**src/rtl/pswl_pkg.sv**
```systemverilog
package pswl_pkg;
   typedef enum logic {
      RANGE_WIDE   = 1'b0,
      RANGE_NARROW = 1'b1
   } range_e;
endpackage

```
**src/rtl/pswl_prescaler.sv**
```systemverilog
module pswl_prescaler #(
   parameter int P_WIDE   = 64,
   parameter int P_NARROW = 32
) (
   input  logic            clk,
   input  logic            rst_n,
   input  logic            hold,
   input  pswl_pkg::range_e rng,
   input  logic            mod_hi,
   output logic            tick
);
   localparam int PC_W = $clog2(P_WIDE + 2);

   logic [PC_W-1:0] pc;
   logic [PC_W-1:0] base_idx;
   logic [PC_W-1:0] last_idx;

   generate
      if (P_NARROW < 2) begin : g_bad_narrow
         $error("P_NARROW must be at least 2");
      end
      if (P_NARROW >= P_WIDE) begin : g_bad_order
         $error("P_NARROW must be below P_WIDE");
      end
   endgenerate

   always_comb begin
      base_idx = (rng == pswl_pkg::RANGE_NARROW) ? PC_W'(P_NARROW - 1) : PC_W'(P_WIDE - 1);
      last_idx = base_idx + {{(PC_W-1){1'b0}}, mod_hi};
      tick     = !hold && (pc == last_idx);
   end

   always_ff @(posedge clk) begin
      if (!rst_n) begin
         pc <= '0;
      end else if (hold || tick) begin
         pc <= '0;
      end else begin
         pc <= pc + 1'b1;
      end
   end


   pc_bound_chk: assert property (@(posedge clk) disable iff (!rst_n)
      pc <= PC_W'(P_WIDE));
endmodule

```
**src/rtl/pswl_swallow.sv**
```systemverilog
module pswl_swallow #(
   parameter int A_W = 7
) (
   input  logic           clk,
   input  logic           rst_n,
   input  logic           load,
   input  logic           step,
   input  logic [A_W-1:0] a_in,
   output logic           mod_hi
);
   logic [A_W-1:0] a_cnt;

   always_ff @(posedge clk) begin
      if (!rst_n) begin
         a_cnt <= '0;
      end else if (load) begin
         a_cnt <= a_in;
      end else if (step && (a_cnt != '0)) begin
         a_cnt <= a_cnt - 1'b1;
      end
   end

   assign mod_hi = (a_cnt != '0);


   mod_step_chk: assert property (@(posedge clk) disable iff (!rst_n)
      (!step && !load) |=> $stable(mod_hi));
endmodule

```
**src/rtl/pswl_main.sv**
```systemverilog
module pswl_main #(
   parameter int N_W = 11
) (
   input  logic           clk,
   input  logic           rst_n,
   input  logic           load,
   input  logic           step,
   input  logic [N_W-1:0] n_in,
   output logic           last
);
   logic [N_W-1:0] n_cnt;

   always_ff @(posedge clk) begin
      if (!rst_n) begin
         n_cnt <= '0;
      end else if (load) begin
         n_cnt <= n_in;
      end else if (step) begin
         n_cnt <= n_cnt - 1'b1;
      end
   end

   assign last = (n_cnt == N_W'(1));
endmodule

```
**src/rtl/pswl_divider.sv**
```systemverilog
module pswl_divider #(
   parameter int A_W      = 7,
   parameter int N_W      = 11,
   parameter int P_WIDE   = 64,
   parameter int P_NARROW = 32
) (
   input  logic           in_clk,
   input  logic           rst_n,
   input  logic [A_W-1:0] swallow_a,
   input  logic [N_W-1:0] main_n,
   input  logic           range_sel,
   output logic           cmp_pulse,
   output logic           mod_ctl,
   output logic           cfg_bad
);
   localparam int PER_W = N_W + $clog2(P_WIDE + 1) + 1;

   logic             pend;
   logic             tick;
   logic             last_n;
   logic             reload;
   logic             pulse_q;
   pswl_pkg::range_e rng_q;

   generate
      if (A_W < 1 || N_W < 2) begin : g_bad_width
         $error("counter widths too small");
      end
   endgenerate

   assign reload = pend || (tick && last_n);

   always_ff @(posedge in_clk) begin
      if (!rst_n) begin
         pend    <= 1'b1;
         pulse_q <= 1'b0;
         rng_q   <= pswl_pkg::RANGE_WIDE;
      end else begin
         pend    <= 1'b0;
         pulse_q <= tick && last_n;
         if (reload) begin
            rng_q <= pswl_pkg::range_e'(range_sel);
         end
      end
   end

   pswl_prescaler #(.P_WIDE(P_WIDE), .P_NARROW(P_NARROW)) u_pre (
      .clk    (in_clk),
      .rst_n  (rst_n),
      .hold   (pend),
      .rng    (rng_q),
      .mod_hi (mod_ctl),
      .tick   (tick)
   );

   pswl_swallow #(.A_W(A_W)) u_swl (
      .clk    (in_clk),
      .rst_n  (rst_n),
      .load   (reload),
      .step   (tick),
      .a_in   (swallow_a),
      .mod_hi (mod_ctl)
   );

   pswl_main #(.N_W(N_W)) u_main (
      .clk   (in_clk),
      .rst_n (rst_n),
      .load  (reload),
      .step  (tick),
      .n_in  (main_n),
      .last  (last_n)
   );

   assign cmp_pulse = pulse_q;
   assign cfg_bad   = (int'(swallow_a) > int'(main_n)) || (main_n == '0);

   // Checker state: the length of the running period against the ratio captured at reload
   logic [PER_W-1:0] per_cnt;
   logic [PER_W-1:0] exp_len;
   logic             exp_ok;

   always_ff @(posedge in_clk) begin
      if (!rst_n) begin
         per_cnt <= '0;
         exp_len <= '0;
         exp_ok  <= 1'b0;
      end else if (reload) begin
         per_cnt <= PER_W'(1);
         exp_len <= PER_W'(main_n) * PER_W'(range_sel ? P_NARROW : P_WIDE) + PER_W'(swallow_a);
         exp_ok  <= !cfg_bad;
      end else begin
         per_cnt <= per_cnt + 1'b1;
      end
   end


   period_len_chk: assert property (@(posedge in_clk) disable iff (!rst_n)
      (tick && last_n && exp_ok) |-> (per_cnt == exp_len));


   single_pulse_chk: assert property (@(posedge in_clk) disable iff (!rst_n)
      cmp_pulse |=> !cmp_pulse);


   mod_fall_chk: assert property (@(posedge in_clk) disable iff (!rst_n)
      $fell(mod_ctl) |-> $past(tick));
endmodule

```
**config.mk**
```make
export PLATFORM = sky130hd
export DESIGN_NAME = pswl_divider
export DESIGN_NICKNAME = d
export VERILOG_FILES = /design/src/rtl/pswl_pkg.sv /design/src/rtl/pswl_prescaler.sv /design/src/rtl/pswl_swallow.sv /design/src/rtl/pswl_main.sv /design/src/rtl/pswl_divider.sv
export SDC_FILE = /design/constraint.sdc
export NUM_CORES = 1
export LEC_CHECK = 0
export CORE_ASPECT_RATIO = 1.75
export CORE_UTILIZATION = 35
export DETAILED_ROUTE_END_ITERATION = 7
export PLACE_DENSITY = 0.66
export SLEW_MARGIN = 0
export SYNTH_ARGS = -nofsm -noshare
export SYNTH_HDL_FRONTEND = slang
export SYNTH_SLANG_ARGS = --single-unit
```
**constraint.sdc**
```tcl
create_clock -name in_clk -period 7.5 [get_ports in_clk]
set_input_delay 2.25 -clock in_clk [delete_from_list [all_inputs] [get_ports in_clk]]
set_output_delay 2.25 -clock in_clk [all_outputs]
set_load 0.02 [all_outputs]
```
==> results_dict.tcl, run 1 <==
set metrics [dict create \
    dp_hpwl_mm 3.174 \
    tightestPinTransition_ns 0.6592 \
    cp.required_ns 5.25 \
    crit_arrival_ns 4.48 \
    end_kind "primary output" \
    avgSynthCellArea_um2 8.531 \
    regToRegEndpoint "u_main.n_cnt[6]" \
    worstHoldStart "u_swl.a_cnt[6]" \
    max_freq_ghz 0.1486 \
    die_w_um 55.31 \
    rr_startpoint "u_swl.a_cnt[0]" \
    netlist_top_cells_area "dfxtp_1, ha_1, nor2_1" \
    synth_top_cell_by_area "dfxtp_1" \
    worstHoldPathCells 2 \
    clk_pin_slew_worst_paths_ns 0.10 \
    synth_top_area_share_pct 32.21 \
    clk_latency_ns 0.28 \
    crit_start "main_n[1]" \
    worst_setup_path_start_kind "primary input" \
    ys_types 48 \
    htreeDepth 1 \
    grt_max_degree 19 \
    power_density_nw_per_um2 191.2 \
    cts.sinks 28 \
    critPathTopFamily "buffers and inverters" \
    cp_max_fo 3 \
    grt_pass1_wl_mm 7.010 \
    skew_ns 0.002319 \
    ant_nets 0 \
    postSynthCellCount 204 \
    totalPowerFinal_mw 0.3963 \
    ys_seq_area_share_pct 32.21 \
    postCtsHoldBufs 0 \
    gr-total-overflow 0 \
    grt_usage_pct 16.74 \
    drive_gt1_share_pct 6.637 \
    crit_chain "clkdlybuf4s50_1, inv_1, ha_1, nor2b_1, o21a_1, o21a_1, o211ai_1, a21oi_1, o21a_1, clkdlybuf4s50_1" \
    drv_cap 0 \
    setup_tns_ns 0 \
    synth_ff_type "dfxtp_1" \
    vias 1547 \
    fp.dieH_um 95.29 \
    ff2ff_setup_slack_ns 4.66 \
    p_leak_nw 0.7904 \
    crit_top_cell "o21a_1" \
    slowest_stage "clkdlybuf4s50_1" \
    post-route-min-period_ns 6.730 \
    async_reset_ff_share_pct 0 \
    hold_end "u_swl.a_cnt[6]" \
    r2r_cells 11 \
    routabilityCongestion 0.8850 \
    syn_nets 237 \
    design.core.area_um2 4748 \
    nFillCells 466 \
    final_cell_mix "dfxtp_1, clkdlybuf4s50_1, nor2_1" \
    diodes 0 \
    portBuffers 23 \
    cts_setup_buffers 0 \
    drv_slew 0 \
    hold_viol 0 \
    layout_commonest_cell "dfxtp_1" \
    route.detailed.drc 0 \
    num_rows 33 \
    wl_mm 4.020 \
    relSlewSlack_pct 55.86 \
    synth_warnings 0 \
    detail_route.vias_per_cell 5.565 \
    dieArea_um2 5270 \
    setup_viol 0 \
    drt-wirelength-per-cell_um 14.46 \
    timing.final.crit_share_pct 89.73 \
    netlist_area_um2 1740 \
    syn_to_final_growth_pct 19.12 \
    path_class "primary input to primary output" \
    antenna_found_initial 0 \
    path_buf_inv 3 \
    synth_edf_count 0 \
    ctsResizeCount 0 \
    ir_drop_mv 0.1089 \
    holdCritPathClass "register to register" \
    dr.pass1.iters 4 \
    grt_pass1_vias 1510 \
    root_buffer "clkbuf_8" \
    drtIter0Drc 36 \
    io_pins 24 \
    cp.depth 10 \
    rsz0062_at_grt "no" \
    slowest_delay_ns 0.53 \
    cts_buffer_depth 2 \
    multiInputGateArea_um2 1094 \
    seq_area_um2 560.5 \
    outcome "completed" \
    tritoncts "done" \
    nets 260 \
    initial_core_util_pct 36.65 \
    synth-seq-cells 28 \
    cts_buffers 3 \
]
[per-layer routing]
metal  GRT usage, %  vias up  wire, µm  share of wire [%]
li1               -      788         -                  -
met4          6.458        0       112                2.8
met1          18.22      716      1675                 42
met2          33.23       31      2157                 54
met5              0        -         0                  0
met3         0.9498       12        75                1.9
[final cells by class]
class                      instances  area share, %
inverter                          14          2.535
timing repair buffer              23          11.10
multi-input combinational        157          52.75
clock buffer                       3          1.992
tap                               52          3.138
sequential                        28          27.04
clock inverter                     1          1.448
[worst register-to-register path, stage by stage (launching register included)]
cell and delay (ns):
dfxtp_1 0.35, inv_1 0.07, ha_1 0.19, nor3b_1 0.36, nand2_1 0.14, ha_1 0.31, xnor2_1 0.15, nand2_1 0.13
a21oi_4 0.41, a21oi_4 0.25, nor2_4 0.25, a221o_1 0.18
[power by group]
part / internal (mW) / switching [mW] / leakage [nW] / total (mW)
sequential: 0.159 / 0.0119 / 0.231 / 0.171
clock: 0.0715 / 0.0488 / 0.0357 / 0.120
combinational: 0.0476 / 0.0570 / 0.524 / 0.105
total: 0.278 / 0.118 / 0.790 / 0.396
[worst max-delay path by stage]
stage	slack [ns]	endpoint
after floorplan	1.83	cfg_bad
after global placement	0.80	cfg_bad
after detailed placement	0.77	cfg_bad
after CTS	0.76	cfg_bad
after global routing	0.63	cfg_bad
final	0.77	cfg_bad
[cells in the mapped netlist, types with 2 or more instances]
cell       count
a21oi_1       11
a21oi_4        2
a221o_1        2
a22oi_1        4
a31oi_1        2
and2_1         3
and3_1         2
and4_1         2
buf_6          2
clkbuf_1       2
dfxtp_1       28
ha_1          12
inv_1         13
mux2i_1        2
nand2_1       16
nand2b_1       4
nand3_1        6
nand4_1        3
nor2_1        17
nor2_2         2
nor3_1         6
nor4_1         5
o211ai_1       4
o21a_1         3
o21ai_0        8
o21ai_1        4
o2bb2ai_1      6
or2_2          2
or4_1          2
xnor2_1        7
xor2_1         5
[state kept, by name, summed over array words and instances (netlist names)]
signal        count
u_swl.a_cnt       7
pend              1
u_pre.pc          7
rng_q             1
cmp_pulse         1
u_main.n_cnt     11
[stage by stage]
| stage | cell area, µm² | util (%) | cells | setup slack [ns] | hold WS [ns] |
|---|---|---|---|---|---|
| final | 2073 | 43.66 | 278 | 0.7700 | 0.4680 |
| after detailed placement | 2002 | 42.16 | 274 | 0.7677 | 0.4569 |
| after CTS | 2073 | 43.66 | 278 | 0.7553 | 0.4724 |
| after floorplan | 1740 | - | 204 | 1.831 | 0.4325 |
| after global placement | 2002 | 42.16 | 274 | 0.7998 | 0.4507 |
| after global routing | 2073 | 43.66 | 278 | 0.6253 | 0.4914 |
[logic make-up after synthesis]
kind of cell | count (synthesis) | share of synthesized area, %
simple gates | 78 | 25.38
buf+inv | 19 | 4.960
mux | 2 | 1.150
compound gates | 53 | 21.64
xor+xnor | 12 | 6.039
flops | 28 | 32.21
fa+ha+maj | 12 | 8.627
Note: power is estimated with default switching activity, not from simulation.
==> run 2, diff against run 1 <==
--- a/config.mk
+++ b/config.mk
@@ -5,10 +5,12 @@
 export SDC_FILE = /design/constraint.sdc
 export NUM_CORES = 1
 export LEC_CHECK = 0
+export CELL_PAD_IN_SITES_DETAIL_PLACEMENT = 0
+export CELL_PAD_IN_SITES_GLOBAL_PLACEMENT = 2
 export CORE_ASPECT_RATIO = 1.75
 export CORE_UTILIZATION = 35
 export DETAILED_ROUTE_END_ITERATION = 7
-export PLACE_DENSITY = 0.66
+export PLACE_DENSITY = 0.95
 export SLEW_MARGIN = 0
 export SYNTH_ARGS = -nofsm -noshare
 export SYNTH_HDL_FRONTEND = slang
==> run 2 against run 1 <==
Effect of this change:
- largest power group unchanged
- combinational power about the same
- clock skew increased by 0.0066 ns
- highest routed layer unchanged
- setup slack got worse by 0.0086 ns
- die area unchanged
- critical endpoint unchanged
- design area unchanged
- clock power about the same
- global-route usage decreased by 0.43 points
- register-to-register slack improved by 0.04 ns
- sequential share of layout area unchanged
==> results_dict.tcl, run 2 (synthesis results as in run 1) <==
set metrics [dict create \
    outcome "completed" \
    max_freq_ghz 0.1484 \
    crit_arrival_ns 4.49 \
    power.switching_mw 0.1184 \
    layout_commonest_cell "dfxtp_1" \
    grt_pass1_vias 1500 \
    dp_hpwl_mm 3.282 \
    detail_route.vias_per_cell 5.468 \
    drv_cap 0 \
    ctsResizeCount 0 \
    portBuffers 23 \
    post-route-min-period_ns 6.739 \
    ant_nets 0 \
    nFillCells 470 \
    gr-total-overflow 0 \
    use_met3_pct 1.628 \
    end_kind "primary output" \
    post-route-cell-area_um2 2073 \
    post_layout_nonfiller_instances 278 \
    relSlewSlack_pct 58.73 \
    cp_max_fo 3 \
    largest_reg_flops 11 \
    ff2ff_setup_slack_ns 4.70 \
    cp.required_ns 5.25 \
    drive_gt1_share_pct 6.637 \
    setup_viol 0 \
    dpl-instance-area_um2 2002 \
    grt_max_degree 19 \
    ir_drop_mv 0.1085 \
    hold_ws_ns 0.4655 \
    worst_setup_path_start_kind "primary input" \
    intPower_mw 0.2788 \
    clock_power_share_pct 30.5 \
    routabilityCongestion 0.8344 \
    hold_viol 0 \
    initial_core_util_pct 36.65 \
    timing.final.crit_share_pct 89.85 \
    dpl_worst_slack_ns 0.7605 \
    drtIter0Drc 31 \
    p_leak_nw 0.7904 \
    cts_buffers 3 \
    setup_tns_ns 0 \
    nets 260 \
    dr.pass1.iters 4 \
    cts_setup_buffers 0 \
    dp_cells 274 \
    skew_ns 0.008876 \
    use_met2_pct 32.03 \
    rsz0062_at_grt "no" \
    clk_latency_ns 0.28 \
    drt-wirelength-per-cell_um 14.79 \
    htreeDepth 1 \
    postCtsHoldBufs 0 \
    syn_to_final_growth_pct 19.12 \
    wl_mm 4.113 \
    dieArea_um2 5270 \
    cts_buffer_depth 2 \
    power_density_nw_per_um2 191.6 \
    design.core.area_um2 4748 \
    grt_pass1_wl_mm 6.706 \
    vias 1520 \
    tightestPinTransition_ns 0.6165 \
    use_met1_pct 16.56 \
    tritoncts "done" \
    finalWorstSetupSlack_ns 0.7614 \
    path_class "primary input to primary output" \
    totalPowerFinal_mw 0.3972 \
    root_buffer "clkbuf_8" \
    die_w_um 55.31 \
    post-route-util_pct 43.66 \
    drv_slew 0 \
    cts.sinks 28 \
    num_rows 33 \
    top_regs "u_main.n_cnt x11, u_pre.pc x7, u_swl.a_cnt x7" \
    switching_share_pct 29.82 \
    clk_pin_slew_worst_paths_ns 0.10 \
    top_register "u_main.n_cnt" \
    route.detailed.drc 0 \
    antenna_found_initial 0 \
    fp.dieH_um 95.29 \
    power_frac_comb_pct 26.4 \
    final_cell_mix "dfxtp_1, clkdlybuf4s50_1, nor2_1" \
    holdCritPathClass "register to register" \
    grt_usage_pct 16.31 \
    seqPwrFrac_pct 43.1 \
    busiest_layer "met2" \
    diodes 0 \
    io_pins 24 \
]
[run 2: cell counts in the layout (fill, tap and decap cells not counted)]
No cell type changed its count.
[run 2: cell type report]
type,instances,area [µm²],area share (%)
clock inverter,1,30.03,1.448
inverter,14,52.55,2.535
tap,52,65.06,3.138
multi-input combinational,157,1094,52.75
timing repair buffer,23,230.2,11.10
sequential,28,560.5,27.04
clock buffer,3,41.29,1.992
[run 2: worst max-delay path: stages]
cell and delay, ns:
clkdlybuf4s50_1 0.51, inv_1 0.06, ha_1 0.28, nor2b_1 0.13
o21a_1 0.16, o21a_1 0.16, o211ai_1 0.16, a21oi_1 0.09
o21a_1 0.17, clkdlybuf4s50_1 0.53
[run 2: power groups by stage]
stage	clock (mW)	sequential, mW	combinational [mW]
finish	0.121	0.171	0.105
global route	0.128	0.173	0.117
CTS	0.124	0.171	0.106
detailed placement	0	0.174	0.106
global placement	0	0.174	0.105
floorplan	0	0.171	0.0779
[run 2: path summary, 6_finish.rpt]
kind | start | endpoint | cells after the start
worst max register to register | u_swl.a_cnt[0] | u_main.n_cnt[5] | 11
worst min-delay path | u_swl.a_cnt[6] | u_swl.a_cnt[6] | 2
worst max-delay path | main_n[1] | cfg_bad | 10
worst min register to register | u_swl.a_cnt[6] | u_swl.a_cnt[6] | 2
[run 2: routing by layer]
metal  routed length, µm  vias to the layer above
li1                    -                      790
met1                1703                      690
met2                2199                       31
met3                  74                        9
met4                 135                        0
met5                   0                        -
==> run 3, diff against run 2 <==
--- a/config.mk
+++ b/config.mk
@@ -8,6 +8,7 @@
 export CELL_PAD_IN_SITES_DETAIL_PLACEMENT = 0
 export CELL_PAD_IN_SITES_GLOBAL_PLACEMENT = 2
 export CORE_ASPECT_RATIO = 1.75
+export CORE_MARGIN = 2
 export CORE_UTILIZATION = 35
 export DETAILED_ROUTE_END_ITERATION = 7
 export PLACE_DENSITY = 0.95
==> run 3 against run 2 <==
Effect of this change:
- power decreased by 0.43%
- first-iteration DRC count decreased by 9.7%
- die area increased by 5.8%
- worst hold slack got worse by 0.0013 ns
- critical path type unchanged
==> results_dict.tcl, run 3 (synthesis results as in run 1) <==
set metrics [dict create \
    gr-total-overflow 0 \
    crit_top_cell "o21a_1" \
    worst_setup_path_start_kind "primary input" \
    clk_latency_ns 0.28 \
    initial_core_util_pct 35.58 \
    cts.sinks 28 \
    power_density_nw_per_um2 190.5 \
    cp_max_fo 3 \
    final_cell_mix "dfxtp_1, clkdlybuf4s50_1, nor2_1" \
    drtIter0Drc 28 \
    dp_hpwl_mm 3.341 \
    drv_cap 0 \
    layout_commonest_cell "dfxtp_1" \
    nFillCells 492 \
    skew_ns 0.01069 \
    detail_route.vias_per_cell 5.436 \
    cp.required_ns 5.25 \
    top_regs "u_main.n_cnt x11, u_pre.pc x7, u_swl.a_cnt x7" \
    setup_viol 0 \
    htreeDepth 1 \
    cts_setup_buffers 0 \
    routabilityCongestion 0.8270 \
    cts_buffer_depth 2 \
    dieArea_um2 5575 \
    setup_tns_ns 0 \
    drt-wirelength-per-cell_um 14.89 \
    postCtsHoldBufs 0 \
    io_pins 24 \
    top_register "u_main.n_cnt" \
    grt_usage_pct 16.17 \
    tightestPinTransition_ns 0.6099 \
    vias 1522 \
    end_kind "primary output" \
    dr.pass1.iters 4 \
    ant_nets 0 \
    post-route-util_pct 42.43 \
    tritoncts "done" \
    holdCritPathClass "register to register" \
    slowest_stage "clkdlybuf4s50_1" \
    path_class "primary input to primary output" \
    die_w_um 57.31 \
    rsz0062_at_grt "no" \
    crit_arrival_ns 4.46 \
    crit_chain "clkdlybuf4s50_1, inv_1, ha_1, nor2b_1, o21a_1, o21a_1, o211ai_1, a21oi_1, o21a_1, clkdlybuf4s50_1" \
    grt_pass1_wl_mm 7.113 \
    largest_reg_flops 11 \
    timing.final.crit_share_pct 89.52 \
    root_buffer "clkbuf_8" \
    outcome "completed" \
    slowest_delay_ns 0.53 \
    max_freq_ghz 0.1489 \
    post-route-min-period_ns 6.714 \
    p_leak_nw 0.7904 \
    cts_buffers 3 \
    critPathTopFamily "buffers and inverters" \
    design.core.area_um2 4892 \
    ctsResizeCount 0 \
    grt_max_degree 19 \
    syn_to_final_growth_pct 19.27 \
    diodes 0 \
    num_rows 34 \
    drv_slew 0 \
    nets 260 \
    clk_pin_slew_worst_paths_ns 0.09 \
    grt_pass1_vias 1430 \
    fp.dieH_um 97.29 \
    path_buf_inv 3 \
    hold_viol 0 \
    relSlewSlack_pct 59.17 \
    antenna_found_initial 0 \
    route.detailed.drc 0 \
    wl_mm 4.170 \
    ir_drop_mv 0.1038 \
    drive_gt1_share_pct 6.637 \
    portBuffers 23 \
]
## run 3: cell type report
type / instances / area [µm²] / area share (%)
Multi-Input combinational cell: 157 / 1094 / 52.68
Timing Repair Buffer: 23 / 230.2 / 11.09
Clock inverter: 1 / 30.03 / 1.447
Sequential cell: 28 / 560.5 / 27.00
Clock buffer: 3 / 41.29 / 1.989
Inverter: 14 / 52.55 / 2.532
Tap cell: 54 / 67.56 / 3.255
## run 3: per-stage QoR
stage / power (mW) / worst slack (ns) / hold slack, ns / cell area [µm²] / cells
2_1_floorplan: 0.2486 / 1.831 / 0.4325 / 1740 / 204
3_3_place_gp: 0.2791 / 0.7726 / 0.4467 / 2004 / 276
3_5_place_dp: 0.2802 / 0.7664 / 0.4550 / 2004 / 276
4_1_cts: 0.4008 / 0.7539 / 0.4672 / 2076 / 280
5_1_grt: 0.4196 / 0.6666 / 0.4928 / 2076 / 280
6_report: 0.3955 / 0.7856 / 0.4642 / 2076 / 280
## run 3: path summary, 6_finish.rpt
check	startpoint	to	slack, ns	depth (start not counted)
setup / recovery	main_n[1]	cfg_bad	0.79	10
hold / removal	u_swl.a_cnt[6]	u_swl.a_cnt[6]	0.46	2
setup reg to reg	u_swl.a_cnt[0]	u_main.n_cnt[6]	4.68	11
hold reg to reg	u_swl.a_cnt[6]	u_swl.a_cnt[6]	0.46	2
## run 3: layer usage
| layer | GRT usage [%] | up-vias | share of wire (%) |
|---|---|---|---|
| met3 | 1.198 | 4 | 1.8 |
| met1 | 18.79 | 703 | 41 |
| li1 | - | 791 | - |
| met4 | 5.367 | 0 | 1.1 |
| met2 | 30.06 | 24 | 56 |
| met5 | 0 | - | 0 |
## run 3: power by group
part           internal [mW]  total (mW)  switching (mW)  leakage (nW)
combinational         0.0477       0.105          0.0569         0.524
clock                 0.0715       0.119          0.0480        0.0357
sequential             0.159       0.171          0.0120         0.231
total                  0.279       0.396           0.117         0.790
## run 3: worst min-delay path, delay by kind of cell, from the launching register on
family | cells | cell delay [ns]
AO/OA/AOI/OAI | 1 | 0.05
flip-flops | 1 | 0.32
AND/OR/NAND/NOR | 1 | 0.06
